### src/rtl/trigq_pkg.sv
package trigq_pkg;

  // Saturating increment: count up by one and stop at the limit.
  function automatic int unsigned sat_step(input int unsigned cnt, input int unsigned lim);
    return (cnt >= lim) ? lim : cnt + 1;
  endfunction

  // True once a measured length has reached the required minimum.
  function automatic logic reaches(input int unsigned cnt, input int unsigned lim);
    return cnt >= lim;
  endfunction

  function automatic int unsigned max2(input int unsigned a, input int unsigned b);
    return (a > b) ? a : b;
  endfunction

endpackage

### src/rtl/pin_route.sv
module pin_route #(
  parameter int unsigned NPINS = 2
) (
  input  logic [NPINS-1:0] alt_mode,
  input  logic [NPINS-1:0] irq_lvl,
  input  logic [NPINS-1:0] pad_in,
  output logic [NPINS-1:0] pad_out,
  output logic [NPINS-1:0] pad_oe,
  output logic [NPINS-1:0] alt_in
);
  for (genvar i = 0; i < NPINS; i++) begin : g_pin
    // A pad in its alternate role is released and only listened to.
    assign pad_oe[i]  = ~alt_mode[i];
    assign pad_out[i] = irq_lvl[i] & ~alt_mode[i];
    assign alt_in[i]  = pad_in[i] & alt_mode[i];
  end
endmodule

### src/rtl/sync_2ff.sv
module sync_2ff (
  input  logic clk,
  input  logic rst_n,
  input  logic d,
  output logic q
);
  logic meta;
  always_ff @(posedge clk) begin
    if (!rst_n) begin
      meta <= 1'b0;
      q    <= 1'b0;
    end else begin
      meta <= d;
      q    <= meta;
    end
  end
endmodule

### src/rtl/trig_qualifier.sv
module trig_qualifier
  import trigq_pkg::*;
#(
  parameter int unsigned MIN_HIGH_CYC   = 1250,
  parameter int unsigned MIN_LOW_CYC    = 1250,
  parameter int unsigned MIN_PERIOD_CYC = 80000
) (
  input  logic clk,
  input  logic rst_n,
  input  logic en,
  input  logic lvl,
  input  logic err_clr,
  output logic sample_stb,
  output logic trig_err,
  output logic rise_evt,
  output logic fall_evt,
  output logic viol_evt
);
  localparam int unsigned PH_LIM = max2(MIN_HIGH_CYC, MIN_LOW_CYC);
  localparam int unsigned PH_W   = $clog2(PH_LIM + 1);
  localparam int unsigned PER_W  = $clog2(MIN_PERIOD_CYC + 1);

  logic             level_q;
  logic [PH_W-1:0]  phase_cnt;   // length of the current level so far
  logic [PER_W-1:0] per_cnt;     // cycles since the last rising edge
  logic             pulse_bad;
  logic             hi_ok;
  logic             gap_ok;

  assign rise_evt = en & lvl & ~level_q;
  assign fall_evt = en & ~lvl & level_q;

  // At a falling edge phase_cnt holds the high length; at a rising edge, the low length.
  assign hi_ok  = reaches(32'(phase_cnt), MIN_HIGH_CYC);
  assign gap_ok = reaches(32'(phase_cnt), MIN_LOW_CYC) & reaches(32'(per_cnt), MIN_PERIOD_CYC);

  assign viol_evt = (rise_evt & ~gap_ok) | (fall_evt & ~hi_ok);

  always_ff @(posedge clk) begin
    if (!rst_n || !en) begin
      level_q   <= 1'b0;
      phase_cnt <= PH_W'(PH_LIM);
      per_cnt   <= PER_W'(MIN_PERIOD_CYC);
      pulse_bad <= 1'b0;
    end else begin
      level_q <= lvl;
      if (rise_evt || fall_evt) phase_cnt <= PH_W'(1);
      else                      phase_cnt <= PH_W'(sat_step(32'(phase_cnt), PH_LIM));
      if (rise_evt) per_cnt <= PER_W'(1);
      else          per_cnt <= PER_W'(sat_step(32'(per_cnt), MIN_PERIOD_CYC));
      if (rise_evt) pulse_bad <= ~gap_ok;
    end
  end

  always_ff @(posedge clk) begin
    if (!rst_n) begin
      sample_stb <= 1'b0;
      trig_err   <= 1'b0;
    end else begin
      sample_stb <= fall_evt & hi_ok & ~pulse_bad;
      trig_err   <= viol_evt | (trig_err & ~err_clr);
    end
  end
endmodule

### src/rtl/irq_pin_trigger.sv
module irq_pin_trigger #(
  parameter int unsigned MIN_HIGH_CYC   = 1250,
  parameter int unsigned MIN_LOW_CYC    = 1250,
  parameter int unsigned MIN_PERIOD_CYC = 80000
) (
  input  logic clk,
  input  logic rst_n,
  input  logic clk_in_mode,
  input  logic trig_in_mode,
  input  logic irq_a,
  input  logic irq_b,
  input  logic pin_a_in,
  input  logic pin_b_in,
  input  logic err_clr,
  output logic pin_a_out,
  output logic pin_a_oe,
  output logic pin_b_out,
  output logic pin_b_oe,
  output logic ext_clk,
  output logic sample_stb,
  output logic trig_err
);
  localparam int unsigned NPINS = 2;

  logic [NPINS-1:0] pad_out;
  logic [NPINS-1:0] pad_oe;
  logic [NPINS-1:0] alt_in;
  logic             trig_sync;
  logic             rise_evt;
  logic             fall_evt;
  logic             viol_evt;

  pin_route #(.NPINS(NPINS)) u_route (
    .alt_mode ({trig_in_mode, clk_in_mode}),
    .irq_lvl  ({irq_b, irq_a}),
    .pad_in   ({pin_b_in, pin_a_in}),
    .pad_out  (pad_out),
    .pad_oe   (pad_oe),
    .alt_in   (alt_in)
  );

  assign pin_a_out = pad_out[0];
  assign pin_a_oe  = pad_oe[0];
  assign pin_b_out = pad_out[1];
  assign pin_b_oe  = pad_oe[1];
  assign ext_clk   = alt_in[0];

  sync_2ff u_sync (
    .clk   (clk),
    .rst_n (rst_n),
    .d     (alt_in[1]),
    .q     (trig_sync)
  );

  trig_qualifier #(
    .MIN_HIGH_CYC   (MIN_HIGH_CYC),
    .MIN_LOW_CYC    (MIN_LOW_CYC),
    .MIN_PERIOD_CYC (MIN_PERIOD_CYC)
  ) u_qual (
    .clk        (clk),
    .rst_n      (rst_n),
    .en         (trig_in_mode),
    .lvl        (trig_sync),
    .err_clr    (err_clr),
    .sample_stb (sample_stb),
    .trig_err   (trig_err),
    .rise_evt   (rise_evt),
    .fall_evt   (fall_evt),
    .viol_evt   (viol_evt)
  );
endmodule

### config.mk
export PLATFORM = sky130hd
export DESIGN_NAME = irq_pin_trigger
export DESIGN_NICKNAME = d
export VERILOG_FILES = /design/src/rtl/trigq_pkg.sv /design/src/rtl/pin_route.sv /design/src/rtl/sync_2ff.sv /design/src/rtl/trig_qualifier.sv /design/src/rtl/irq_pin_trigger.sv
export SDC_FILE = /design/constraint.sdc
export NUM_CORES = 1
export LEC_CHECK = 0
export BUFFER_PORTS_ARGS = -buffer_cell sky130_fd_sc_hd__buf_2
export CORE_MARGIN = 2
export CORE_UTILIZATION = 55
export CTS_BUF_LIST = sky130_fd_sc_hd__clkbuf_4
export DETAILED_ROUTE_END_ITERATION = 10
export GPL_TIMING_DRIVEN = 1
export PLACE_DENSITY_LB_ADDON = 0.3
export SKIP_LAST_GASP = 1
export SYNTH_ARGS = -nofsm -noshare
export SYNTH_HDL_FRONTEND = slang
export SYNTH_SLANG_ARGS = --single-unit
### constraint.sdc
create_clock -name clk -period 2.4 [get_ports clk]
set_input_delay 0.36 -clock clk [delete_from_list [all_inputs] [get_ports clk]]
set_output_delay 0.36 -clock clk [all_outputs]
set_load 0.03 [all_outputs]
==> metrics.txt, run 1 <==
clk root buf=clkbuf_4; Congestion Overflow GR=0; final hold viol count=0; layout cell share with drive strength beyond 1=0.1735; pins over their slew limit=0; number of global-route vias before repair=1,268; wire per inst=13.69 um; Clk pwr share=0.334; Pwr per Cell Area=515.5 nW/um2; CTS resizes=0; sequential fraction of the synthesis area=0.4087; H-Tree Level Count=2; Clock Path Buffers=2; first-pass GRT wire length=5561 um; Synth Register Bits=34; Area contributors post-synth=dfxtp_1 41%, xor2_1 6.3%, nor2_4 6.1%, xnor2_1 4.2%, nand4_1 3.4%; outcome=complete, no violations; Vias=1,320; fin cells=227; routability cong.=0.8682; largest net degree at the start of global routing=12; Starting Density=0.5937; Worst path max stage delay=560 ps; met1 wire length=1418 um; CTS tree=built; CTS Sinks=34; nature of the critical path startpoint=register; P_leak=0.6324 nW; fmax=541.0 MHz; Layout area overhead=8.039%; Psw=0.2216 mW; initial antenna violation count=0; syn avg cell area=9.409 um2; Unique masters post-synth=39; CTS buffer count=5; Antenna Nets Post-Route=0; internal power component=0.7058 mW; core area=2805 um2; Power, Total=0.9274 mW; Mapped Area=1665 um2; port buffer count=15; crit share post-route=0.7702; overall routing resource usage=0.2125; Hold-fix buffers, CTS=0; Logic pwr share=0.050; Worst Tran Pin Value=520.9 ps; CP Capture Type=register; VDD IR-drop max=0.3059 mV; post-synthesis cell count=177; Final setup viols=0; Crit Path Class=reg -> reg; DIE WIDTH=59.03 um; vias per cell=5.815; # rows=19; Clock transition at path regs=100 ps; Switching Share=0.2390; drc violations=0; crit-path max FO=11; power share of the sequential group=0.617; setup_tns=0 ps; DP Wirelength=2306 um; required time worst endpoint=2680 ps; die footprint=3484 um2; ANT cells=0; Post-Syn Nets=190; 1st-pass router iterations=4; skew final=7.524 ps; latest clock arrival within the worst-skew pair=340 ps; commonest non-fill, non-tap cell in the layout=dfxtp_1; crit path DAT=2120 ps; metal3 WL=97 um; RSZ-0062 raised after global routing=false; Slew headroom=0.6495; WL met2=1575 um; WL final=3107 um; chip height=59.03 um; highest metal used=met4; reg2reg setup slack=550 ps; Top Ports=16; Final Critical Period=1848 ps; setup repair bufs after CTS=0; Yosys top cell area share=0.4087; most frequent cells in the layout=34 x dfxtp_1, 15 x buf_2, 13 x nor2_1; post-synth top area cell=dfxtp_1; Max-Cap Viols=0; Hold Path Class=in -> reg; dpl cells=219; initial drt markers=53; Slowest-stage cell, CP=or4_1; Final nets=208; cell chain of the critical path=or4_1 > a41o_1 > nand3b_4 > nor2_1; Yosys warnings=0
-- layout make-up --
| cell class | instances | area, um2 |
|---|---|---|
| Clock buffer | 6 | 45.04 |
| Clock inverter | 2 | 8.758 |
| Fill cell | 239 | 1006 |
| Inverter | 8 | 30.03 |
| Multi-Input combinational cell | 131 | 920.9 |
| Sequential cell | 34 | 680.7 |
| Tap cell | 31 | 38.79 |
| Timing Repair Buffer | 15 | 75.07 |
-- path summary, 6_finish.rpt --
path                          start                  to  cells past startpoint
setup reg to reg  u_qual.per_cnt[7]  u_qual.per_cnt[15]                      4
setup / recovery  u_qual.per_cnt[7]  u_qual.per_cnt[15]                      4
hold / removal             pin_b_in         u_sync.meta                      2
hold reg to reg         u_sync.meta            u_sync.q                      1
-- power groups by stage --
stage	Clock, mW	Sequential, mW	Combinational [mW]
2_1_floorplan	0	0.584	0.0306
3_3_place_gp	0	0.585	0.0447
3_5_place_dp	0	0.585	0.0463
4_1_cts	0.321	0.572	0.0465
5_1_grt	0.344	0.573	0.0516
6_report	0.309	0.572	0.0460
-- registers in the layout, summed over array words and instances (netlist names) --
register	cells
u_qual.trig_err	1
u_qual.level_q	1
u_qual.per_cnt	17
u_qual.sample_stb	1
u_qual.pulse_bad	1
u_sync.q	1
u_sync.meta	1
u_qual.phase_cnt	11
-- stage by stage --
stage          instance area (um2)    util  hold slack (ps)  worst slack (ps)
2_1_floorplan                 1665       -            411.8             761.8
3_3_place_gp                  1745  0.6222            416.2             635.1
3_5_place_dp                  1745  0.6222            447.9             563.2
4_1_cts                       1799  0.6414            243.3             537.8
5_1_grt                       1799  0.6414            248.5             428.2
6_report                      1799  0.6414            260.8             551.6
-- cells in the mapped netlist, drive strengths merged --
library cell  number
ha                 4
nor3               3
o31ai              1
o211ai             2
nor4               4
or4                2
nor2              23
nand3b             4
clkbuf             1
nand4             10
or3                2
and4               2
nor3b              1
nand2b             2
nand3             10
a31oi              2
nand2              9
o21ai              5
inv                8
a311o              1
and3               5
xor2              12
and2               5
nor2b              2
xnor2              8
dfxtp             34
a41oi              2
a21oi              5
a22oi              1
o32a               1
o21a               2
a41o               1
buf                3
-- metal layers --
metal  up-vias  global-route usage
met1       640              0.2469
met2        12              0.3476
met4         0              0.1006
met3         4             0.07642
li1        664                   -
met5         -                   0
-- critical path, delay by kind of cell (launching register included) --
kind            cells  cell delay, ps
flops               1             360
compound gates      1             310
simple gates        3            1110
-- cells by family (layout without fill, tap and decap cells) --
group                    Yosys count  count (layout)  share of synthesized area
XOR/XNOR                          20              20                     0.1052
buffers and inverters             12              31                    0.03832
flip-flops                        34              34                     0.4087
AND/OR/NAND/NOR                   84              84                     0.3246
AO/OA/AOI/OAI                     23              23                    0.09316
adder cells (fa/ha/maj)            4               4                    0.03005
(Power assumes the default switching activity.)
==> run 2, diff against run 1 <==
Settings changed: ABC_AREA set to 1.
Clock period 2.4 ns to 1.5 ns, I/O delays scaled along.
==> run 2 against run 1 <==
Wire length grew 0.29%. Combinational power grew 77%. Critical path type unchanged. First-iteration DRC count shrank 47%. Clock power grew 49%. Sequential power grew 59%. Non-clock buffer count grew 6. Critical path depth grew 3.
==> metrics.txt, run 2 <==
outcome=complete, no violations; pre-CTS setup slack=71.32 ps (-491.9 ps); most flop-heavy register=u_qual.per_cnt; skew final=4.448 ps (-3.076 ps); core area=3003 um2 (+7.0%); CP Capture Type=register; largest net degree at the start of global routing=11 (-1); Crit Path Class=reg -> reg; layout cell share with drive strength beyond 1=0.1889 (+0.01542); commonest non-fill, non-tap cell in the layout=nand2_1; Final Critical Period=1449 ps (-399.1 ps); Antenna Nets Post-Route=0 (unchanged); Area contributors post-synth=dfxtp_1 40%, nand2_1 15%, inv_1 6.8%, nor2_1 6.6%, nand3_1 4.7%; max FFs per register=17 (unchanged); WL final=3116 um (+0.29%); post-synth top area cell=dfxtp_1; fraction of registers with async set/reset=0 (unchanged); Commonest cells post-synth=66 x nand2_1, 34 x dfxtp_1, 31 x inv_1; vias per cell=4.937 (-15%); chip height=59.71 um (+1.2%); required time worst endpoint=1750 ps (-930 ps); # fillers=289 (+21%); Clock transition at path regs=100 ps (about the same); crit path DAT=1700 ps (-420 ps); overall routing resource usage=0.2050 (-0.007487); 1st-pass router iterations=4 (unchanged); syn avg cell area=6.994 um2 (-26%); reg2reg start=u_qual.phase_cnt[1]; Starting Density=0.5683 (-0.02533); Mapped Area=1707 um2 (+2.5%); Slowest-stage cell, CP=dfxtp_1; Reg-to-Reg End=u_qual.phase_cnt[6]; fmax=690.0 MHz (+28%); sequential fraction of the synthesis area=0.3988 (-0.009888); Congestion Overflow GR=0 (unchanged); Clock Path Buffers=2 (unchanged); reg2reg setup slack=50 ps (-500 ps); most used cell, CP=nand2_1; die footprint=3565 um2 (+2.3%); number of synthesized flops with an enable pin=0 (unchanged); VDD IR-drop max=0.6067 mV (+98%); Vias=1,496 (+13%); port buffer count=15 (unchanged); crit-path max FO=4 (-7); pins over their slew limit=0 (unchanged); first-pass GRT wire length=5347 um (-3.8%); worst hold path cell count=3 (+1); CTS tree=built; routability cong.=0.8734 (+0.60%); Worst Hold Path EP=u_sync.meta; P_leak=0.9026 nW (+43%); Layout area overhead=11.88%; ANT cells=0 (unchanged); final hold viol count=0 (unchanged); hold path startpoint=pin_b_in; RSZ-0062 raised after global routing=true; crit share post-route=0.9662 (+0.1960); nature of the critical path startpoint=register; latest clock arrival within the worst-skew pair=340 ps (about the same); worst r2r path cells=7 (+3); clk root buf=clkbuf_4; Hold Path Class=in -> reg; Pwr per Cell Area=759.5 nW/um2 (+47%); Synth Flop Type=dfxtp_1; most frequent cells in the layout=66 x nand2_1, 33 x dfxtp_1, 31 x inv_1; Post-Syn Nets=257 (+35%); CTS Sinks=34 (unchanged); setup repair bufs after CTS=0 (unchanged); wire per inst=10.28 um (-25%); Setup WS post-layout=50.72 ps (-500.9 ps); Final nets=284 (+37%); Max-Cap Viols=0 (unchanged); DIE WIDTH=59.71 um (+1.2%); Yosys top cell area share=0.3988 (-0.009888); Synth Register Bits=34 (unchanged); initial drt markers=28 (-47%); H-Tree Level Count=2 (unchanged); # rows=20 (+1); Buf+Inv Stages, Crit Path=0 (unchanged); Top Ports=16 (unchanged); number of global-route vias before repair=1,291 (+1.8%); critical path's top delay family=simple AND/OR/NAND/NOR gates; Final setup viols=0 (unchanged); CTS buffer count=5 (unchanged); final core occ=0.6358 (-0.005559); Slew headroom=0.7269 (+0.07732); Largest regs=u_qual.per_cnt x17, u_qual.phase_cnt x11; most numerous cell in the Yosys netlist=nand2_1; Worst Tran Pin Value=406.6 ps (-114.3 ps); Yosys warnings=0 (unchanged); DP Wirelength=2345 um (+1.7%); Worst path max stage delay=380 ps (-180 ps); Unique masters post-synth=27 (-31%); post-synthesis cell count=244 (+38%); initial antenna violation count=0 (unchanged); cell chain of the critical path=ha_1 > nand3_1 > nor3_1 > xnor2_1 > nand2_1 > nand2_1 > nand2_1; drc violations=0 (unchanged)
==> run 2: cells by family after synthesis <==
kind of cell	Yosys count	synth area share
adder cells (fa/ha/maj)	4	0.02933
AO/OA/AOI/OAI	18	0.05572
flip-flops	34	0.3988
AND/OR/NAND/NOR	146	0.4120
XOR/XNOR	4	0.02053
buffers and inverters	38	0.08357
==> run 2: power breakdown <==
group	switching [mW]	internal [mW]	total (mW)	leakage, nW
sequential	0.00313	0.907	0.910	0.274
combinational	0.0521	0.0292	0.0813	0.604
clock	0.299	0.160	0.459	0.0246
==> run 2: worst max path at each step <==
stage	startpoint	end	slack, ps	cells after the start
after floorplan	u_qual.per_cnt[0]	u_qual.per_cnt[14]	230	9
after global placement	u_qual.phase_cnt[1]	u_qual.phase_cnt[6]	100	7
after detailed placement	u_qual.phase_cnt[1]	u_qual.phase_cnt[6]	70	7
after CTS	u_qual.phase_cnt[1]	u_qual.phase_cnt[6]	40	7
after global routing	u_qual.phase_cnt[1]	u_qual.phase_cnt[6]	-90	7
final	u_qual.phase_cnt[1]	u_qual.phase_cnt[6]	50	7
==> run 2: worst min-delay path: cells and delay by family <==
kind                   cells  cell delay, ps
and+or+nand+nor            1              30
buffers and inverters      2             130
==> run 2: area by class of cell <==
| cell class | count | area, um2 | area share |
|---|---|---|---|
| clock inverter | 1 | 3.754 | 0.001966 |
| inverter | 37 | 138.9 | 0.07274 |
| clock buffer | 5 | 37.54 | 0.01966 |
| timing repair buffer | 21 | 120.1 | 0.06291 |
| sequential | 34 | 681.9 | 0.3571 |
| tap | 33 | 41.29 | 0.02163 |
| multi-input combinational | 172 | 885.9 | 0.4640 |
==> run 2: stage by stage <==
stage	TNS, ps	hold WS [ps]	total power [mW]	instance area [um2]	std cells
finish	0	83.16	1.450	1909	303
global route	-161.8	80.16	1.509	1909	303
CTS	0	80.11	1.470	1906	303
detailed placement	0	415.4	1.013	1864	297
global placement	0	397.2	1.012	1864	297
floorplan	0	318.5	0.9783	1707	244
==> run 2: timing repair <==
action / 4_1_cts / 5_1_grt
hold buffers: 0 / 0
resized for setup: 0 / 2
setup endpoints to repair: 0 / 9
==> run 2: routing by layer <==
layer,up-vias,track usage,wire length (um)
met5,-,0,0
met4,0,0.1048,74
met3,8,0.05844,136
met2,24,0.3261,1440
met1,647,0.2514,1464
li1,817,-,-
==> run 3, diff against run 2 <==
--- a/config.mk
+++ b/config.mk
@@ -7,3 +7,3 @@
 export LEC_CHECK = 0
-export ABC_AREA = 1
+export ABC_AREA = 0
 export BUFFER_PORTS_ARGS = -buffer_cell sky130_fd_sc_hd__buf_2
@@ -13,2 +13,3 @@
 export DETAILED_ROUTE_END_ITERATION = 10
+export GPL_ROUTABILITY_DRIVEN = 0
 export GPL_TIMING_DRIVEN = 1
==> constraint.sdc (replaced) <==
create_clock -name clk -period 1.5 [get_ports clk]
set_input_delay 0.15 -clock clk [delete_from_list [all_inputs] [get_ports clk]]
set_output_delay 0.15 -clock clk [all_outputs]
set_load 0.03 [all_outputs]
==> run 3 against run 2 <==
Power is 1.7% higher. Critical endpoint is now u_qual.per_cnt[10]. Critical path depth shrank 2. Highest routed layer unchanged. Final cell count down 17%. Via count is 3.4% lower. Worst setup slack lost 160 ps. Die area shrank 2.3%. Non-clock buffer count increased by 19. Clock skew grew 5.9 ps. Clock power increased by 3%. The run now ends with negative setup slack left.
==> metrics.txt, run 3 (synthesis gave the netlist of run 1 again) <==
Power, Total=1.474 mW (+1.7%); WL final=3684 um (+18%); design area=2059 um2 (+7.9%); drc violations=0 (unchanged); Final setup viols=17 (+17); CTS Sinks=34 (unchanged); latest clock arrival within the worst-skew pair=340 ps (about the same); nature of the critical path startpoint=register; Layout area overhead=23.67%; ANT cells=0 (unchanged); P_leak=0.7951 nW (-12%); crit share post-route=1.074 (+0.1078); H-Tree Level Count=2 (unchanged); vias per cell=5.757 (+17%); final hold viol count=0 (unchanged); Largest regs=u_qual.per_cnt x17, u_qual.phase_cnt x11; clk root buf=clkbuf_4; commonest non-fill, non-tap cell in the layout=dfxtp_1; Reg-to-Reg End=u_qual.per_cnt[10]; Slew headroom=0.7360 (+0.009176); Vias=1,445 (-3.4%); Worst Tran Pin Value=392.3 ps (-14.25 ps); Clock transition at path regs=100 ps (about the same); Max-Cap Viols=0 (unchanged); Slowest-stage cell, CP=or4_4; largest net degree at the start of global routing=12 (+1); reg2reg start=u_qual.per_cnt[9]; port buffer count=15 (unchanged); 1st-pass router iterations=4 (unchanged); setup_tns=-1517 ps (-1517 ps); most flop-heavy register=u_qual.per_cnt; DP Wirelength=2681 um (+14%); cell chain of the critical path=or4_4 > a41o_1 > nand3b_4 > buf_12 > nor2_4; chip height=59.03 um (-1.1%); Final Critical Period=1611 ps (+161.7 ps); Hold Path Class=in -> reg; core area=2805 um2 (-6.6%); initial antenna violation count=0 (unchanged); max FFs per register=17 (unchanged); failing checks=negative setup slack; VDD IR-drop max=0.6660 mV (+9.8%); Top Ports=16 (unchanged); worst r2r path cells=5 (-2); reg2reg setup slack=-110 ps (-160 ps); CP Capture Type=register; Worst path max stage delay=540 ps (+160 ps); Pwr per Cell Area=715.9 nW/um2 (-5.7%); crit-path max FO=11 (+7); number of global-route vias before repair=1,362 (+5.5%); Setup WS post-layout=-111.0 ps (-161.7 ps); Clock Path Buffers=2 (unchanged); CTS buffer count=5 (unchanged); most frequent cells in the layout=29 x dfxtp_1, 23 x buf_4, 15 x buf_2; final core occ=0.7342 (+0.09833); overall routing resource usage=0.2381 (+0.03308); wire per inst=14.68 um (+43%); Antenna Nets Post-Route=0 (unchanged); pins over their slew limit=0 (unchanged); # rows=19 (-5.0%); # fillers=232 (-20%); layout cell share with drive strength beyond 1=0.3273 (+0.1384); Post-DP Area=1938 um2 (+4.0%); RSZ-0062 raised after global routing=true; Fin Hold WS=56.17 ps (-26.98 ps); crit path from=u_qual.per_cnt[9]; Final nets=233 (-18%); DIE WIDTH=59.03 um (-1.1%); required time worst endpoint=1780 ps (+30 ps); Congestion Overflow GR=0 (unchanged); initial drt markers=100 (+260%); outcome=complete, but fails checks; die footprint=3484 um2 (-2.3%); Starting Density=0.5937 (+0.02533); skew final=10.39 ps (+5.941 ps); Crit Path Class=reg -> reg; fmax=620.7 MHz (-10%); worst setup path end=u_qual.per_cnt[10]; CTS tree=built; first-pass GRT wire length=6134 um (+15%); crit path DAT=1890 ps (+190 ps)
-- run 3: cell count changes in the layout (fill, tap and decap cells not counted), sizes merged, moves of 8 or more --
| cell | change |
|---|---|
| nand2 | -60 |
| inv | -29 |
| buf | +19 |
| nor2 | -11 |
| xor2 | +10 |
| nand3 | -9 |
| a21oi | -8 |
-- run 3: metal layers --
metal  vias to the layer above  track usage  part of all wire
met2                        24       0.4127              0.54
met3                         7      0.07205             0.033
met5                         -            0                 0
met1                       695       0.2716              0.41
li1                        719            -                 -
met4                         0      0.09740             0.023
-- run 3: what timing repair did --
item	in CTS	in global routing
pin swaps	5	6
setup endpoints to repair	21	27
buffers inserted	1	0
gates resized for setup	9	8
hold buffers	0	0
cloned	0	0
-- run 3: critical path: cells and delay by family, from the launching register on --
family | cells | cell delay, ps
and+or+nand+nor | 3 | 820
DFF | 1 | 340
AOI/OAI and AO/OA | 1 | 230
buffers and inverters | 1 | 170
-- run 3: cell type report --
type / instances / area (um2) / share of cell area
Clock buffer: 5 / 37.54 / 0.01823
Timing Repair Buffer: 40 / 279.0 / 0.1355
Sequential cell: 34 / 689.4 / 0.3348
Clock inverter: 2 / 10.01 / 0.004860
Tap cell: 31 / 38.79 / 0.01883
Inverter: 8 / 30.03 / 0.01458
Multi-Input combinational cell: 131 / 974.7 / 0.4733
-- run 3: how the worst min path moves through the flow --
stage / start / endpoint / cells after the start / slack [ps]
detailed placement: pin_b_in / u_sync.meta / 2 / 410
finish: pin_b_in / u_sync.meta / 2 / 60
CTS: pin_b_in / u_sync.meta / 2 / 50
floorplan: rst_n / u_sync.q / 1 / 270
global route: pin_b_in / u_sync.meta / 2 / 40
global placement: pin_b_in / u_sync.meta / 2 / 390
-- run 3: stage by stage --
| step | setup WS (ps) | instances |
|---|---|---|
| 2_1_floorplan | -82.42 | 177 |
| 3_3_place_gp | -131.7 | 243 |
| 3_5_place_dp | -190.9 | 243 |
| 4_1_cts | -123.5 | 251 |
| 5_1_grt | -147.3 | 251 |
| 6_report | -111.0 | 251 |
-- run 3: report_power, final --
part	internal, mW	switching (mW)
Clock	0.168	0.304
Combinational	0.0358	0.0546
Sequential	0.907	0.00491
